$ cat src/rtl/vrss_pkg.sv
package vrss_pkg;

  typedef enum logic [2:0] {
    ST_SHUT      = 3'd0,
    ST_DELAY     = 3'd1,
    ST_RAMP_BOOT = 3'd2,
    ST_HOLD      = 3'd3,
    ST_RAMP_TGT  = 3'd4,
    ST_RUN       = 3'd5,
    ST_OFF_LOCK  = 3'd6
  } vrss_state_e;

endpackage

$ cat src/rtl/vrss_rst_sync.sv
module vrss_rst_sync (
  input  logic clk,
  input  logic rst_n,
  output logic rst_sync_n
);

  logic [1:0] sync_q;

  always_ff @(posedge clk or negedge rst_n) begin
    if (!rst_n) sync_q <= 2'b00;
    else        sync_q <= {sync_q[0], 1'b1};
  end

  assign rst_sync_n = sync_q[1];

endmodule

$ cat src/rtl/vrss_timer.sv
module vrss_timer #(
  parameter int unsigned CNT_W = 8
) (
  input  logic             clk,
  input  logic             rst_n,
  input  logic             restart,
  input  logic [CNT_W-1:0] lim_m1,
  output logic             done
);

  logic [CNT_W-1:0] cnt_q, cnt_d;
  logic             cnt_en;

  assign done   = (cnt_q == lim_m1);
  assign cnt_en = restart || !done;

  always_comb begin
    if (restart) cnt_d = '0;
    else         cnt_d = cnt_q + CNT_W'(1);
  end

  always_ff @(posedge clk or negedge rst_n) begin
    if (!rst_n)      cnt_q <= '0;
    else if (cnt_en) cnt_q <= cnt_d;
  end

endmodule

$ cat src/rtl/vrss_ramp.sv
module vrss_ramp #(
  parameter int unsigned CODE_W   = 8,
  parameter int unsigned RAMP_DIV = 4
) (
  input  logic              clk,
  input  logic              rst_n,
  input  logic              zero,
  input  logic              restart,
  input  logic              en,
  input  logic [CODE_W-1:0] tgt,
  output logic [CODE_W-1:0] ref_o,
  output logic              at_tgt
);

  logic              div_tick;
  logic              step;
  logic [CODE_W-1:0] ref_q, ref_d;

  generate
    if (RAMP_DIV <= 1) begin : g_no_div
      assign div_tick = 1'b1;
    end else begin : g_div
      localparam int unsigned DIV_W = $clog2(RAMP_DIV);
      localparam logic [DIV_W-1:0] DIV_LAST = DIV_W'(RAMP_DIV - 1);
      logic [DIV_W-1:0] div_q, div_d;

      assign div_tick = (div_q == DIV_LAST);

      always_comb begin
        if (!en || restart || div_tick) div_d = '0;
        else                            div_d = div_q + DIV_W'(1);
      end

      always_ff @(posedge clk or negedge rst_n) begin
        if (!rst_n) div_q <= '0;
        else        div_q <= div_d;
      end
    end
  endgenerate

  assign at_tgt = (ref_q == tgt);
  assign step   = en && !restart && div_tick && !at_tgt;

  always_comb begin
    if (zero)            ref_d = '0;
    else if (!step)      ref_d = ref_q;
    else if (ref_q < tgt) ref_d = ref_q + CODE_W'(1);
    else                 ref_d = ref_q - CODE_W'(1);
  end

  always_ff @(posedge clk or negedge rst_n) begin
    if (!rst_n) ref_q <= '0;
    else        ref_q <= ref_d;
  end

  assign ref_o = ref_q;

endmodule

$ cat src/rtl/vrss_fsm.sv
module vrss_fsm
  import vrss_pkg::*;
(
  input  logic        clk,
  input  logic        rst_n,
  input  logic        en_all,
  input  logic        tmr_done,
  input  logic        at_tgt,
  input  logic        vid_valid,
  input  logic        vid_is_off,
  output vrss_state_e state_q,
  output vrss_state_e state_nxt,
  output logic        load_tgt
);

  always_comb begin
    state_nxt = state_q;
    load_tgt  = 1'b0;
    if (!en_all) begin
      state_nxt = ST_SHUT;
    end else begin
      case (state_q)
        ST_SHUT:      state_nxt = ST_DELAY;
        ST_DELAY:     if (tmr_done) state_nxt = ST_RAMP_BOOT;
        ST_RAMP_BOOT: if (at_tgt)   state_nxt = ST_HOLD;
        ST_HOLD: begin
          if (tmr_done && vid_valid) begin
            if (vid_is_off) begin
              state_nxt = ST_OFF_LOCK;
            end else begin
              state_nxt = ST_RAMP_TGT;
              load_tgt  = 1'b1;
            end
          end
        end
        ST_RAMP_TGT:  if (at_tgt) state_nxt = ST_RUN;
        ST_RUN:       state_nxt = ST_RUN;
        ST_OFF_LOCK:  state_nxt = ST_OFF_LOCK;
        default:      state_nxt = ST_SHUT;
      endcase
    end
  end

  always_ff @(posedge clk or negedge rst_n) begin
    if (!rst_n) state_q <= ST_SHUT;
    else        state_q <= state_nxt;
  end

endmodule

$ cat src/rtl/vr_softstart_seq.sv
module vr_softstart_seq
  import vrss_pkg::*;
#(
  parameter int unsigned CODE_W    = 8,
  parameter int unsigned DELAY_CYC = 272000,
  parameter int unsigned HOLD_CYC  = 17000,
  parameter int unsigned RAMP_DIV  = 4,
  parameter logic [CODE_W-1:0] BOOT_CODE = 8'd110,
  parameter logic [CODE_W-1:0] OFF_VID   = '1
) (
  input  logic              clk,
  input  logic              rst_n,
  input  logic              bias_por_ok,
  input  logic              pwr_en_ok,
  input  logic              vtt_en_ok,
  input  logic [CODE_W-1:0] vid,
  input  logic              vid_valid,
  input  logic [CODE_W-1:0] vid_offset,
  input  logic              in_window,
  output logic [CODE_W-1:0] ref_code,
  output logic              pwm_oe,
  output logic              vr_ready
);

  localparam int unsigned TMR_MAX = (DELAY_CYC > HOLD_CYC) ? DELAY_CYC : HOLD_CYC;
  localparam int unsigned TMR_W   = $clog2(TMR_MAX + 1);
  localparam logic [TMR_W-1:0] DELAY_LIM = TMR_W'(DELAY_CYC - 1);
  localparam logic [TMR_W-1:0] HOLD_LIM  = TMR_W'(HOLD_CYC - 1);

  logic              rst_int_n;
  logic              en_all;
  logic              tmr_done;
  logic              at_tgt;
  logic              load_tgt;
  logic              phase_chg;
  logic              ramp_en;
  logic              ramp_zero;
  logic              vid_is_off;
  logic [TMR_W-1:0]  tmr_lim;
  logic [CODE_W-1:0] ramp_tgt;
  logic [CODE_W-1:0] tgt_q, tgt_d;
  logic              oe_q, oe_d;
  logic              rdy_q, rdy_d;
  vrss_state_e       state_q, state_nxt;

  vrss_rst_sync u_rst_sync (
    .clk        (clk),
    .rst_n      (rst_n),
    .rst_sync_n (rst_int_n)
  );

  assign en_all     = bias_por_ok && pwr_en_ok && vtt_en_ok;
  assign vid_is_off = (vid == OFF_VID);
  assign phase_chg  = (state_nxt != state_q);
  assign tmr_lim    = (state_q == ST_DELAY) ? DELAY_LIM : HOLD_LIM;
  assign ramp_en    = (state_q == ST_RAMP_BOOT) || (state_q == ST_RAMP_TGT);
  assign ramp_zero  = (state_nxt == ST_SHUT) || (state_nxt == ST_OFF_LOCK);
  assign ramp_tgt   = (state_q == ST_RAMP_BOOT) ? BOOT_CODE : tgt_q;

  vrss_fsm u_fsm (
    .clk        (clk),
    .rst_n      (rst_int_n),
    .en_all     (en_all),
    .tmr_done   (tmr_done),
    .at_tgt     (at_tgt),
    .vid_valid  (vid_valid),
    .vid_is_off (vid_is_off),
    .state_q    (state_q),
    .state_nxt  (state_nxt),
    .load_tgt   (load_tgt)
  );

  vrss_timer #(.CNT_W(TMR_W)) u_timer (
    .clk     (clk),
    .rst_n   (rst_int_n),
    .restart (phase_chg),
    .lim_m1  (tmr_lim),
    .done    (tmr_done)
  );

  vrss_ramp #(.CODE_W(CODE_W), .RAMP_DIV(RAMP_DIV)) u_ramp (
    .clk     (clk),
    .rst_n   (rst_int_n),
    .zero    (ramp_zero),
    .restart (phase_chg),
    .en      (ramp_en),
    .tgt     (ramp_tgt),
    .ref_o   (ref_code),
    .at_tgt  (at_tgt)
  );

  // Target: requested code less offset, floored at zero
  always_comb begin
    if (vid > vid_offset) tgt_d = vid - vid_offset;
    else                  tgt_d = '0;
  end

  always_ff @(posedge clk or negedge rst_int_n) begin
    if (!rst_int_n)    tgt_q <= '0;
    else if (load_tgt) tgt_q <= tgt_d;
  end

  always_comb begin
    oe_d  = (state_nxt == ST_RAMP_BOOT) || (state_nxt == ST_HOLD) ||
            (state_nxt == ST_RAMP_TGT)  || (state_nxt == ST_RUN);
    rdy_d = (state_nxt == ST_RUN) && in_window;
  end

  always_ff @(posedge clk or negedge rst_int_n) begin
    if (!rst_int_n) begin
      oe_q  <= 1'b0;
      rdy_q <= 1'b0;
    end else begin
      oe_q  <= oe_d;
      rdy_q <= rdy_d;
    end
  end

  assign pwm_oe   = oe_q;
  assign vr_ready = rdy_q;

endmodule

$ cat config.mk
export PLATFORM = sky130hd
export DESIGN_NAME = vr_softstart_seq
export DESIGN_NICKNAME = d
export VERILOG_FILES = /design/src/rtl/vrss_pkg.sv /design/src/rtl/vrss_rst_sync.sv /design/src/rtl/vrss_timer.sv /design/src/rtl/vrss_ramp.sv /design/src/rtl/vrss_fsm.sv /design/src/rtl/vr_softstart_seq.sv
export SDC_FILE = /design/constraint.sdc
export NUM_CORES = 1
export LEC_CHECK = 0
export ABC_CLOCK_PERIOD_IN_PS = 1550
export BUFFER_PORTS_ARGS = -buffer_cell sky130_fd_sc_hd__buf_2
export CAP_MARGIN = 20
export CORE_UTILIZATION = 55
export DETAILED_ROUTE_END_ITERATION = 7
export HOLD_SLACK_MARGIN = 0.02
export PLACE_DENSITY = 0.83
export SLEW_MARGIN = 20
export SYNTH_ARGS = -nofsm -noshare
export SYNTH_HDL_FRONTEND = slang
export SYNTH_SLANG_ARGS = --single-unit
$ cat constraint.sdc
create_clock -name clk -period 1.55 [get_ports clk]
set_input_delay 0.31 -clock clk [delete_from_list [all_inputs] [get_ports clk]]
set_output_delay 0.31 -clock clk [all_outputs]
set_load 0.02 [all_outputs]
* Word level (Yosys, flattened, before mapping)
Cells that the tools add are included.
** Cells by class
- Muxes and demuxes :: 19
- Add/sub/neg operators :: 5
- Reductions and logical operators :: 22
- $lt $le $gt $ge :: 2
- Equal/unequal tests :: 16
** Operators by type and width (count)
- 8-bit two-way mux :: 5
- 19-bit two-way mux :: 2
- 3-bit case mux with 7 select lines :: 1
- 19-bit by 1-bit adder with 19-bit output, second input constant :: 1
- 19-bit equality test :: 1
- 3-bit equality test, second input constant :: 6
- 3-bit two-way mux :: 5
- 3-bit by 2-bit equality test with 1-bit output, second input constant :: 4
- 8-bit by 1-bit adder with 8-bit output, second input constant :: 1
- 8-bit equality test :: 1
- 8-bit equality test, second input constant :: 1
- 8-bit greater-than comparator :: 1
- 1-bit logical OR :: 8
- 8-bit < comparator :: 1
- 8-bit by 1-bit subtractor with 8-bit output, second input constant :: 1
- 8-bit subtractor :: 1
- 1-bit logical AND :: 7
- 3-bit logical NOT :: 2
- 1-bit logical NOT :: 4
- 1-bit two-way mux :: 4
- 2-bit two-way mux :: 2
- 3-bit by 1-bit equality test with 1-bit output, second input constant :: 1
- 3-bit != test :: 1
- 2-bit by 1-bit adder with 2-bit output, second input constant :: 1
- other kinds (2) :: 2
** Storage, ports and cells
- Output and inout port bits :: 10
- Word-level logic and storage cells :: 72
- Bits of input ports :: 23
- Bits in registers :: 44

* Logic depth before layout (Yosys ltp)
- Depth in word-level cells :: 14
- Gate-level depth with buffers :: 18
- Gate-level depth less buffers :: 17

* Modules after synthesis
A second synthesis with hierarchy kept.
** Second synthesis, totals
- Cells, all modules :: 350
- Area total of the unflattened synthesis :: 3398.3 um2
** Modules (own cells, without submodules)
- vrss_timer :: instances 1, area an instance 1337.5 um2, cells an instance 133, sequential area each 475.5 um2
- vrss_ramp :: instances 1, area an instance 920.9 um2, cells an instance 92, sequential area each 250.2 um2
- vr_softstart_seq :: instances 1, area an instance 910.9 um2, cells an instance 104, sequential area each 250.2 um2
- vrss_fsm :: instances 1, area an instance 175.2 um2, cells an instance 18, sequential area each 75.1 um2
- vrss_rst_sync :: instances 1, area an instance 53.8 um2, cells an instance 3, sequential area each 50.0 um2

* Worst setup path before layout
No wires, ideal clock.
- Path type :: reg-to-reg
- From :: register u_fsm.state_q[2]
- To :: register u_ramp.ref_q[7] (netlist: u_ramp.ref_o[7])
- Cell stages (with the launch flop) :: 17
- Library setup time :: 0.121 ns
- Setup slack :: -2.143 ns
- Arrival :: 3.572 ns
- Period minus slack after synthesis :: 3.693 ns
- Cells stage by stage :: dfrtp_1 buf_1 nor3_1 nor2_1 ha_1 nor2b_1 nor3_1 o21ai_0 a221o_1 ha_1 a21oi_1 nor2b_1 o31a_1 o41ai_1 xnor2_1 mux2i_1 a22o_1
** Between the ends
- Word-level cells in the longest chain between the ends :: 13
** RTL lines
- from (decl) :: line vrss_fsm.sv:11 : output vrss_state_e state_q,
- from (signal assigned) :: line vrss_fsm.sv:46 : else state_q <= state_nxt;
- 3-bit by 1-bit equality test with 1-bit output :: line vrss_fsm.sv:22, vr_softstart_seq.sv:55
- 19-bit two-way mux :: line vr_softstart_seq.sv:55 : assign tmr_lim = (state_q == ST_DELAY) ? DELAY_LIM : HOLD_LIM;
- 19-bit equality test :: line vrss_timer.sv:14 : assign done = (cnt_q == lim_m1);
- 1-bit logical AND :: line vrss_fsm.sv:27 : if (tmr_done && vid_valid) begin
- 3-bit two-way mux :: line vrss_fsm.sv:27
- 3-bit case mux with 7 select lines :: line vrss_fsm.sv:22 : case (state_q)
- 3-bit two-way mux :: line vrss_fsm.sv:19 : if (!en_all) begin
- 3-bit != test :: line vr_softstart_seq.sv:54 : assign phase_chg = (state_nxt != state_q);
- 1-bit logical NOT :: line vrss_ramp.sv:42 : assign step = en && !restart && div_tick && !at_tgt;
- 1-bit logical AND (3 in a row) :: line vrss_ramp.sv:42
- 2-bit nonzero test (no source line)
- to (signal assigned) :: line vrss_ramp.sv:53 : else ref_q <= ref_d;
- to (decl) :: line vrss_ramp.sv:17 : logic [CODE_W-1:0] ref_q, ref_d;
Parallel ways exist; a longest one is shown, timed or not. The select of a mux whose other input is x is not followed.
A chain may end at the register's enable or synchronous reset.

* Final worst setup path
- From :: register u_fsm.state_q[1]
- To :: register u_ramp.ref_q[7] (netlist: u_ramp.ref_o[7])
The elaborated chain is that of the path after synthesis.

==> reports/summary.md <==
• 2950 um^2 — Post-Syn Area
• 0 — Detail Route Antenna Nets
• 5 — total CTS buffers
• -2.29 ns — worst setup margin
• 33 — Top-Level Pins
• done — clock tree from TritonCTS
• inv_4 > nor3_4 > nor2_1 > ha_1 > nor2b_4 > nor3_4 > o21ai_2 > a221o_1 > buf_4 > ha_1 > o21a_1 > o31a_1 > o41ai_2 > xnor2_1 > mux2i_1 > a22o_1 — series of cell instances along the critical path
• 0.260 GHz — upper clock frequency limit
• 517 — filler-free cell count of the finished design
• 83 x sky130_fd_sc_hd__buf_4, 42 x sky130_fd_sc_hd__dfrtp_1, 32 x sky130_fd_sc_hd__buf_2 — most used cells in the layout excluding fill and tap cells
• 0 — Warnings, synthesis
• 11.6 mm — post-detailed-routing wire length
• 2.48 — Tcrit/Tclk final
• 3.84 ns — time the worst path needs with I/O delays and setup
• 0 — number of antenna violations at the first check in global routing
• 0.649 — worst-case headroom to the max-slew limit
• 307 — violation count after the first detailed-routing iteration
• 9.47 um^2 — average instance area after synthesis
• 0.08 ns — clock-pin slew on the worst setup and hold paths
• 5140 um^2 — Floorplan Core Area
• 0 — number of hold-slack violations in the final timing report
• 2 — H-tree depth
• 5 — Initial DRT Pass Iterations
• flip-flop — kind of capture point of the worst setup path
• 0 — number of flops mapped to enable cells by yosys
• 5650 um^2 — die footprint
• 0.0723 — met3 global-route usage
• 0 — global-route congestion overflow total
• 3,269 — routed vias
• 0.494 — fraction of final layout cells sized beyond drive strength 1
• flip-flop to flip-flop — type of the setup path with the least slack
• setup timing — violations in the final reports
• 26 — number of rows created at floorplan
• 0.374 — area share of the largest cell type after synthesis
• 0.585 — met2 Resource Use GR
• 14.6 mm — first-pass GRT wire length
• 0.885 — fin util
• 2 — maximum count of clock buffers along a single path
• 0 — Final Slew Violations
• 0.573 — Initial Util
• 0.298 ns — Hold WS
• -52.24 ns — summed negative setup slack over all endpoints
• 360 — Post-Synthesis Net Count
• 0 — max-cap violations
• flip-flop — Worst setup SP type
• 0.856 — routability congestion estimate from global placement
• 0.527 ns — Least-Margin Pin Slew
• 4 — crit-path max FO
• sky130_fd_sc_hd__dfrtp_1 — library cell contributing the largest single delay on the critical path
• 0.445 — met1 Track Usage GR
• 75.2 um — die height
• 0.356 — GRT Total Usage
• 42 — final-report setup violation count
• 0.45 ns — max incr delay on CP
• 2.23 nW — total leakage power
• 54.5% — synthesis-to-finish area growth
• 22.4 um — routed length per placed instance
• sky130_fd_sc_hd__dfrtp_1 — Top FF cell, synth
• 1.00 — async set-or-reset flop fraction in the synthesized netlist
• sky130_fd_sc_hd__dfrtp_1 37%, sky130_fd_sc_hd__ha_1 10%, sky130_fd_sc_hd__xnor2_1 4.8% — top cells by area, synth
• sky130_fd_sc_hd__clkbuf_8 — cell chosen for the clock root
• sky130_fd_sc_hd__dfrtp_1 — largest area contributor in the synthesized netlist
• 0.31 ns — clock network latency to the later pin of the worst-skew pair
• true — unrepaired setup endpoints after global routing
• 0 — antenna cells
• 75.2 um — Die X
• 2.84 mW — Overall Power
• 0 — number of remaining DRC errors
• 495 — fin nets
• 43 — maximum number of pins on one net before global-route repair
• 5.32 mm — sum of net half-perimeters after detailed placement
• 32 — PortBufs
• 4.03 ns — CP arrival
• input port to flip-flop — type of the worst min-delay path
• met2 — layer with the highest usage after global routing
• 483 — total instance count after detailed placement
• 0.374 — sequential fraction of the synthesis area
• 624 nW/um^2 — pwr/cell area
• 311 — cell count after synthesis
• sky130_fd_sc_hd__buf_4 — commonest non-fill, non-tap cell in the layout
• 1.73 ns — endpoint required time on the critical path
• 0.0160 ns — clock skew after layout
• 6.32 — via density per instance
• 54 — post-synthesis cell type count
• 0.684 mV — Worst VDD drop
• 44 — clock sinks
• complete, but fails checks — status
• 2,982 — vias in the first global route
• 44 — synthesis-stage register bit count
-- layer usage --
| metal | vias up | part of all wire |
|---|---|---|
| li1 | 1358 | - |
| met1 | 1529 | 0.37 |
| met2 | 283 | 0.46 |
| met3 | 99 | 0.098 |
| met4 | 0 | 0.068 |
| met5 | - | 0 |
-- power by group --
group,switching [mW],internal (mW),total (mW)
logic,0.395,0.417,0.813
clock network,0.420,0.365,0.784
registers,0.0476,1.20,1.24
total,0.863,1.98,2.84
-- cell usage after synthesis (6+ instances only) --
master / number
sky130_fd_sc_hd__xnor2_1: 16
sky130_fd_sc_hd__a21oi_1: 8
sky130_fd_sc_hd__nand2b_1: 6
sky130_fd_sc_hd__nor2b_1: 6
sky130_fd_sc_hd__o22ai_1: 7
sky130_fd_sc_hd__nand2_1: 30
sky130_fd_sc_hd__xor2_1: 16
sky130_fd_sc_hd__nor3_1: 7
sky130_fd_sc_hd__o21ai_2: 10
sky130_fd_sc_hd__nand4_1: 8
sky130_fd_sc_hd__inv_1: 17
sky130_fd_sc_hd__and4_1: 6
sky130_fd_sc_hd__nor2_1: 36
sky130_fd_sc_hd__dfrtp_1: 44
sky130_fd_sc_hd__ha_1: 24
sky130_fd_sc_hd__and3_1: 9
sky130_fd_sc_hd__o21ai_0: 8
-- area by class of cell --
| type | instances | area, um^2 |
|---|---|---|
| multi-input combinational | 241 | 2100 |
| sequential | 44 | 1100 |
| timing repair buffer | 137 | 1100 |
| fill | 216 | 589 |
| tap | 70 | 87.6 |
| clock buffer | 6 | 82.6 |
| inverter | 17 | 68.8 |
| clock inverter | 2 | 13.8 |
-- state kept, by name, summed over array words and instances, names as in the netlist --
register / count
pwm_oe: 1
vr_ready: 1
tgt_q: 8
u_ramp.ref_o: 8
u_fsm.state_q: 3
u_rst_sync.sync_q: 2
u_timer.cnt_q: 19
u_ramp.g_div.div_q: 2
-- worst max-delay path: cells and delay by family (launching register included) --
family,cells,cell delay [ns]
compound gates,6,1.33
simple gates,4,0.72
fa+ha+maj,2,0.63
flops,1,0.45
buf+inv,2,0.26
xor+xnor,1,0.21
mux,1,0.12
-- worst paths after layout --
| path | to | depth (start not counted) | startpoint | slack (ns) |
|---|---|---|---|---|
| max in group asynchronous | u_fsm.state_q[2] | 1 | u_rst_sync.sync_q[1] | 0.82 |
| worst min register to register | tgt_q[5] | 1 | u_rst_sync.sync_q[1] | 0.32 |
| worst max-delay path | u_ramp.ref_o[7] | 16 | u_fsm.state_q[1] | -2.29 |
| worst max register to register | u_ramp.ref_o[7] | 16 | u_fsm.state_q[1] | -2.29 |
| min in group asynchronous | tgt_q[5] | 1 | u_rst_sync.sync_q[1] | 0.32 |
| worst min-delay path | vr_ready | 2 | in_window | 0.30 |
-- metrics by stage --
step	setup slack, ns	area, um^2
after global routing	-2.43	4550
after floorplan	-1.81	3030
after CTS	-1.98	4230
final	-2.29	4550
after global placement	-1.71	3820
after detailed placement	-1.94	3820
-- repair_timing --
action                                 in CTS  in global routing
setup buffers                              13                 14
hold buffers                                1                  0
pin swaps                                  15                 26
setup endpoints to repair                  42                 42
endpoints found under the hold margin       2                  0
cloned                                      3                  0
gates resized for setup                    35                 52
-- kinds of logic after synthesis --
logic type	Yosys count	synth area share
simple gates	131	0.243
other cells	1	0.00127
mux	2	0.00680
fa+ha+maj	27	0.119
xor+xnor	32	0.0952
buf+inv	26	0.0391
compound gates	48	0.122
flops	44	0.374
Power figures use the tool's default switching activity.
